==> src/rtl/lpc_pkg.sv <==
package lpc_pkg;
    localparam int CODE_W = 3;
    localparam int NCORE  = 2;

    localparam logic [CODE_W-1:0] CS_C0 = 3'd0;
    localparam logic [CODE_W-1:0] CS_C1 = 3'd1;
    localparam logic [CODE_W-1:0] CS_C2 = 3'd2;
    localparam logic [CODE_W-1:0] CS_C3 = 3'd3;
    localparam logic [CODE_W-1:0] CS_C4 = 3'd4;
    localparam logic [CODE_W-1:0] CS_SG = 3'd5;

    typedef enum logic [1:0] {
        PKG_NORMAL    = 2'd0,
        PKG_STOPGRANT = 2'd1,
        PKG_DEEPER    = 2'd2
    } pkg_state_e;

    typedef enum logic [2:0] {
        F_RUN        = 3'd0,
        F_DEEP       = 3'd1,
        F_SG_WAIT    = 3'd2,
        F_SG_TIMED   = 3'd3,
        F_SG_SETTLED = 3'd4
    } fsm_e;
endpackage

==> src/rtl/lpc_core_slot.sv <==
module lpc_core_slot
    import lpc_pkg::*;
(
    input  logic              clk,
    input  logic              rst_n,
    input  logic              enable,
    input  logic              capture,
    input  logic [CODE_W-1:0] code_in,
    output logic [CODE_W-1:0] snap,
    output logic              eligible,
    output logic              at_sg,
    output logic              at_c4
);
    logic snap_deep;

    always_ff @(posedge clk or negedge rst_n) begin
        if (!rst_n) begin
            snap <= CS_C0;
        end else if (capture) begin
            snap <= code_in;
        end
    end

    always_comb begin
        snap_deep = (snap == CS_C2) || (snap == CS_C3) || (snap == CS_C4);
        eligible  = enable && !snap_deep;
        at_sg     = enable && (code_in == CS_SG);
        at_c4     = enable && (code_in == CS_C4);
    end
endmodule

==> src/rtl/lpc_ack_timer.sv <==
module lpc_ack_timer #(
    parameter int CNT_W = 5,
    parameter int LIMIT = 20
) (
    input  logic clk,
    input  logic rst_n,
    input  logic start,
    input  logic run,
    output logic expired
);
    localparam logic [CNT_W-1:0] LIM = CNT_W'(LIMIT);

    logic [CNT_W-1:0] cnt_q;

    always_ff @(posedge clk or negedge rst_n) begin
        if (!rst_n) begin
            cnt_q <= '0;
        end else if (start) begin
            cnt_q <= '0;
        end else if (run && (cnt_q != LIM)) begin
            cnt_q <= cnt_q + 1'b1;
        end
    end

    assign expired = run && (cnt_q == LIM);
endmodule

==> src/rtl/pkg_lp_coord.sv <==
module pkg_lp_coord
    import lpc_pkg::*;
#(
    parameter int ACK_LIMIT = 20
) (
    input  logic              clk,
    input  logic              rst_n,
    input  logic [CODE_W-1:0] core0_code,
    input  logic [CODE_W-1:0] core1_code,
    input  logic              stop_clk,
    input  logic              ack_phase,
    input  logic              cfg_single,
    input  logic              cfg_coord_en,
    input  logic              cfg_deep_en,
    output logic [1:0]        pkg_state,
    output logic [NCORE-1:0]  force_sg,
    output logic              deep_req,
    output logic              ack_late,
    output logic              resume_vld,
    output logic [CODE_W-1:0] resume0_code,
    output logic [CODE_W-1:0] resume1_code
);
    localparam int CNT_W = $clog2(ACK_LIMIT + 1);

    logic [CODE_W-1:0] code_in [NCORE];
    logic [CODE_W-1:0] snap    [NCORE];
    logic [NCORE-1:0]  slot_en, elig, at_sg, at_c4;

    fsm_e state_q, state_d;
    logic capture, timer_start, timer_run, expired;
    logic deep_cond, all_done, in_sg, late_q;

    assign code_in[0] = core0_code;
    assign code_in[1] = core1_code;

    generate
        for (genvar i = 0; i < NCORE; i++) begin : g_slot
            assign slot_en[i] = (i == 0) ? 1'b1 : !cfg_single;
            lpc_core_slot u_slot (
                .clk      (clk),
                .rst_n    (rst_n),
                .enable   (slot_en[i]),
                .capture  (capture),
                .code_in  (code_in[i]),
                .snap     (snap[i]),
                .eligible (elig[i]),
                .at_sg    (at_sg[i]),
                .at_c4    (at_c4[i])
            );
        end
    endgenerate

    lpc_ack_timer #(
        .CNT_W (CNT_W),
        .LIMIT (ACK_LIMIT)
    ) u_timer (
        .clk     (clk),
        .rst_n   (rst_n),
        .start   (timer_start),
        .run     (timer_run),
        .expired (expired)
    );

    always_comb begin
        all_done  = &(~elig | at_sg);
        deep_cond = cfg_deep_en &&
                    (cfg_single ? (cfg_coord_en && at_c4[0]) : (at_c4[0] && at_c4[1]));
        in_sg     = (state_q == F_SG_WAIT) || (state_q == F_SG_TIMED) ||
                    (state_q == F_SG_SETTLED);
        capture     = stop_clk && ((state_q == F_RUN) || (state_q == F_DEEP));
        timer_start = (state_q == F_SG_WAIT) && stop_clk && ack_phase;
        timer_run   = (state_q == F_SG_TIMED);
    end

    // next-state logic
    always_comb begin
        state_d = state_q;
        unique case (state_q)
            F_RUN: begin
                if (stop_clk)       state_d = F_SG_WAIT;
                else if (deep_cond) state_d = F_DEEP;
            end
            F_DEEP: begin
                if (stop_clk)        state_d = F_SG_WAIT;
                else if (!deep_cond) state_d = F_RUN;
            end
            F_SG_WAIT: begin
                if (!stop_clk)      state_d = F_RUN;
                else if (ack_phase) state_d = F_SG_TIMED;
            end
            F_SG_TIMED: begin
                if (!stop_clk)                state_d = F_RUN;
                else if (all_done || expired) state_d = F_SG_SETTLED;
            end
            F_SG_SETTLED: begin
                if (!stop_clk) state_d = F_RUN;
            end
            default: state_d = F_RUN;
        endcase
    end

    // state register and deadline flag
    always_ff @(posedge clk or negedge rst_n) begin
        if (!rst_n) begin
            state_q <= F_RUN;
            late_q  <= 1'b0;
        end else begin
            state_q <= state_d;
            if (in_sg && !stop_clk) begin
                late_q <= 1'b0;
            end else if ((state_q == F_SG_TIMED) && expired && !all_done) begin
                late_q <= 1'b1;
            end
        end
    end

    // outputs
    always_comb begin
        force_sg     = (in_sg && stop_clk) ? elig : '0;
        resume_vld   = in_sg && !stop_clk;
        resume0_code = snap[0];
        resume1_code = snap[1];
        deep_req     = (state_q == F_DEEP) && deep_cond;
        ack_late     = late_q;
        if (in_sg && stop_clk)  pkg_state = PKG_STOPGRANT;
        else if (deep_req)      pkg_state = PKG_DEEPER;
        else                    pkg_state = PKG_NORMAL;
    end
endmodule

==> config.mk <==
export PLATFORM = sky130hd
export DESIGN_NAME = pkg_lp_coord
export DESIGN_NICKNAME = d
export VERILOG_FILES = /design/src/rtl/lpc_pkg.sv /design/src/rtl/lpc_core_slot.sv /design/src/rtl/lpc_ack_timer.sv /design/src/rtl/pkg_lp_coord.sv
export SDC_FILE = /design/constraint.sdc
export NUM_CORES = 1
export LEC_CHECK = 0
export BUFFER_PORTS_ARGS = -buffer_cell sky130_fd_sc_hd__buf_2
export CORE_ASPECT_RATIO = 0.7
export CORE_MARGIN = 5
export CORE_UTILIZATION = 30
export CTS_BUF_LIST = sky130_fd_sc_hd__clkbuf_16
export DETAILED_ROUTE_END_ITERATION = 7
export GPL_ROUTABILITY_DRIVEN = 1
export PLACE_DENSITY = 0.62
export SLEW_MARGIN = 0
export SYNTH_ARGS = -nofsm -noshare
export SYNTH_HDL_FRONTEND = slang
export SYNTH_HIERARCHICAL = 1
export SYNTH_SLANG_ARGS = --single-unit
==> constraint.sdc <==
create_clock -name clk -period 2.55 [get_ports clk]
set_clock_uncertainty 0.05 [all_clocks]
set_input_delay 0.1275 -clock clk [delete_from_list [all_inputs] [get_ports clk]]
set_output_delay 0.1275 -clock clk [all_outputs]
set_load 0.05 [all_outputs]
==> summary.md <==
| Metric | Value |
|---|---|
| Port bufs | `25` |
| Commonest non-fill, non-tap cell in the layout | `buf_2` |
| DRC Markers | `0` |
| Core ar. | `between 0.003 and 0.004 mm2` |
| Critical path arrival | `between 2 and 2.5 ns` |
| Internal power | `0.000749 W` |
| Clk pwr share | `0.223` |
| Vias in the first global route | `between 800 and 900` |
| CTS tree | `done` |
| Post-synth EDFFs | `0` |
| Prevailing post-synth register cell | `dfrtp_1` |
| Initial antenna violation count | `0` |
| Logic pwr share | `0.458` |
| Setup bufs post-CTS | `0` |
| Via-per-instance ratio | `4.91` |
| Fmax | `502 MHz` |
| Count of final hold-check violations | `0` |
| Largest net degree at the start of global routing | `16` |
| Most frequent cells in the layout | `buf_2 (25), dfrtp_1 (15), nor2_1 (13)` |
| Final core occ | `0.392` |
| Pleak | `0.587 nW` |
| Die W | `77.6 um` |
| Initial Util | `0.309` |
| Mapped Cells | `approximately 110` |
| Status | `finished, final reports clean` |
| CP Data Required Time | `around 2.6 ns` |
| Seq/Total Area, Yosys | `0.391` |
| Fin Setup TNS | `0 ns` |
| Crit Path Class | `reg2reg` |
| CP Capture Type | `flip-flop` |
| Final ANT Viol Nets | `0` |
| Synth Cell Area | `roughly 960 um2` |
| Clk Latency, worst-skew pair | `approximately 0.24 ns` |
| Syn_area_per_cell | `between 9 and 10 um2` |
| Hold Crit Class | `in2reg` |
| Fraction of layout cells with a size suffix above 1 | `0.313` |
| Vias | `845` |
| Synth top area cells | `dfrtp_1 (39%), mux2_2 (8.2%), nor2_1 (5.1%)` |
| P_sw | `0.000628 W` |
| CTS Buf Count | `3` |
| Synth async-reset ratio | `1.00` |
| Flop pwr share | `0.320` |
| Total global routing overflow | `0` |
| Post-synth top area cell | `dfrtp_1` |
| Initial DRT Pass Iterations | `4` |
| FF+latch count, synth | `15` |
| Final setup violation count | `0` |
| Root buffer cell | `clkbuf_16` |
| First-pass GRT wire length | `around 3800 um` |
| Worst hold slack | `0.0761 ns` |
| Bufs on Longest Clock Path | `2` |
| Total of max-cap violations | `0` |
| CTS sink cnt | `15` |
| Clk slew on worst S/H paths | `approximately 0.050 ns` |
| DP HPWL | `1760 um` |
| Total power | `0.00138 W` |
| N_diodes | `0` |
| Routability congestion estimate | `around 0.79` |
| Switching share of power | `0.456` |
| DR iter-0 viols | `66` |
| Reg2reg setup slack | `between 0.5 and 0.6 ns` |
| Die area | `approximately 0.0044 mm2` |
| Row count | `17` |
| Part of the cycle the worst path needs | `0.781` |
| Overall Global Routing Usage | `0.106` |
| Crit Path Max Fanout | `4` |
| Tightest Pin Transition | `0.501 ns` |
| RSZ-0062 raised after global routing | `no` |
| Drt wl/cell | `around 13 um` |
| PwrDens | `1130 mW/mm2` |
| Io pins | `26` |
| DRT Wirelength | `2300 um` |
| Peak supply drop | `0.000693 V` |
| Die height | `approximately 57 um` |
| Critical Path Start Type | `flip-flop` |
| Yosys warning count | `6` |
| Slew Limit Fails | `0` |
| # H-tree levels | `1` |
| Slew headroom | `0.665` |
| Yosys top cell area share | `0.391` |
| Post_cts resized | `0` |
| Final nets | `150` |
| Minimum clock period | `approximately 2.0 ns` |
| P&R area growth vs syn | `26.7%` |
| Synth cell types | `35` |
-- critical path: stages, from the launching register on --
cell     delay (ns)
dfrtp_1        0.39
inv_1          0.07
ha_1           0.18
and3b_2        0.24
and3_2         0.24
a211o_1        0.27
a32o_1         0.25
o32a_1         0.17
-- synthesized netlist by cell type, types with 3 or more instances --
cell type	number
nor3_1	4
a21oi_1	4
a31oi_1	3
nand2b_1	6
nor2_1	13
nor2b_1	3
nand2_1	6
mux2i_1	3
dfrtp_1	15
mux2_2	7
nor4_1	3
inv_1	7
-- worst paths after layout --
check / startpoint / end / cells past startpoint
setup / recovery: u_timer/cnt_q[0]$_DFFE_PN0P_ / state_q[2]$_DFFE_PN0P_ / 7
hold / removal: core1_code[2] / g_slot[1].u_slot/snap[2]$_DFFE_PN0P_ / 2
setup reg to reg: u_timer/cnt_q[0]$_DFFE_PN0P_ / state_q[2]$_DFFE_PN0P_ / 7
hold reg to reg: ack_late$_DFFE_PN0P_ / ack_late$_DFFE_PN0P_ / 2
max in group asynchronous: rst_n / g_slot[1].u_slot/snap[2]$_DFFE_PN0P_ / 2
min in group asynchronous: rst_n / g_slot[0].u_slot/snap[2]$_DFFE_PN0P_ / 2
-- flip-flops by register name (all words and copies together) (netlist names) --
name / count
g_slot.u_slot/snap: 6
u_timer/cnt_q: 5
state_q: 3
ack_late: 1
-- power groups by stage --
stage | combinational [W] | sequential, W | clock [W]
final | 0.000630 | 0.000440 | 0.000307
after floorplan | 0.000347 | 0.000569 | 0
after detailed placement | 0.000628 | 0.000441 | 0
after global placement | 0.000618 | 0.000434 | 0
after global routing | 0.000680 | 0.000455 | 0.000322
after CTS | 0.000634 | 0.000439 | 0.000311
-- cells by family (layout without fill, tap and decap cells) --
family / Yosys count / in the layout / synth area share
xor+xnor: 1 / 1 / 0.00913
compound gates: 18 / 18 / 0.143
flops: 15 / 15 / 0.391
other cells: 1 / 2 / 0.00391
fa+ha+maj: 2 / 2 / 0.0261
buf+inv: 11 / 38 / 0.0443
mux: 10 / 10 / 0.113
simple gates: 48 / 48 / 0.269
-- cell type report --
cell class / count / area (um2)
Sequential cell: 15 / 375
Clock buffer: 3 / 75.1
Inverter: 7 / 26.3
Timing Repair Buffer: 27 / 143
Clock inverter: 1 / 3.75
Multi-Input combinational cell: 81 / 546
Tap cell: 38 / 47.5
Fill cell: 317 / 1890
-- repair_timing --
| item | 4_1_cts | 5_1_grt |
|---|---|---|
| endpoints found under the hold margin | 15 | 0 |
| endpoints found under the setup margin | 0 | 0 |
| hold buffers | 1 | 0 |
-- routing by layer --
| metal | vias up | global-route usage | wire length, um |
|---|---|---|---|
| li1 | 432 | - | - |
| met1 | 383 | 0.150 | 1240 |
| met2 | 30 | 0.153 | 921 |
| met3 | 0 | 0.0442 | 143 |
| met4 | 0 | 0.0147 | 0 |
| met5 | - | 0 | 0 |
-- metrics by stage --
step,area [um2],worst slack [ns],instances
finish,1220,0.560,172
floorplan,963,0.128,107
global route,1220,0.488,172
global placement,1130,0.645,167
CTS,1220,0.569,172
detailed placement,1130,0.581,167
(Power assumes the default switching activity.)
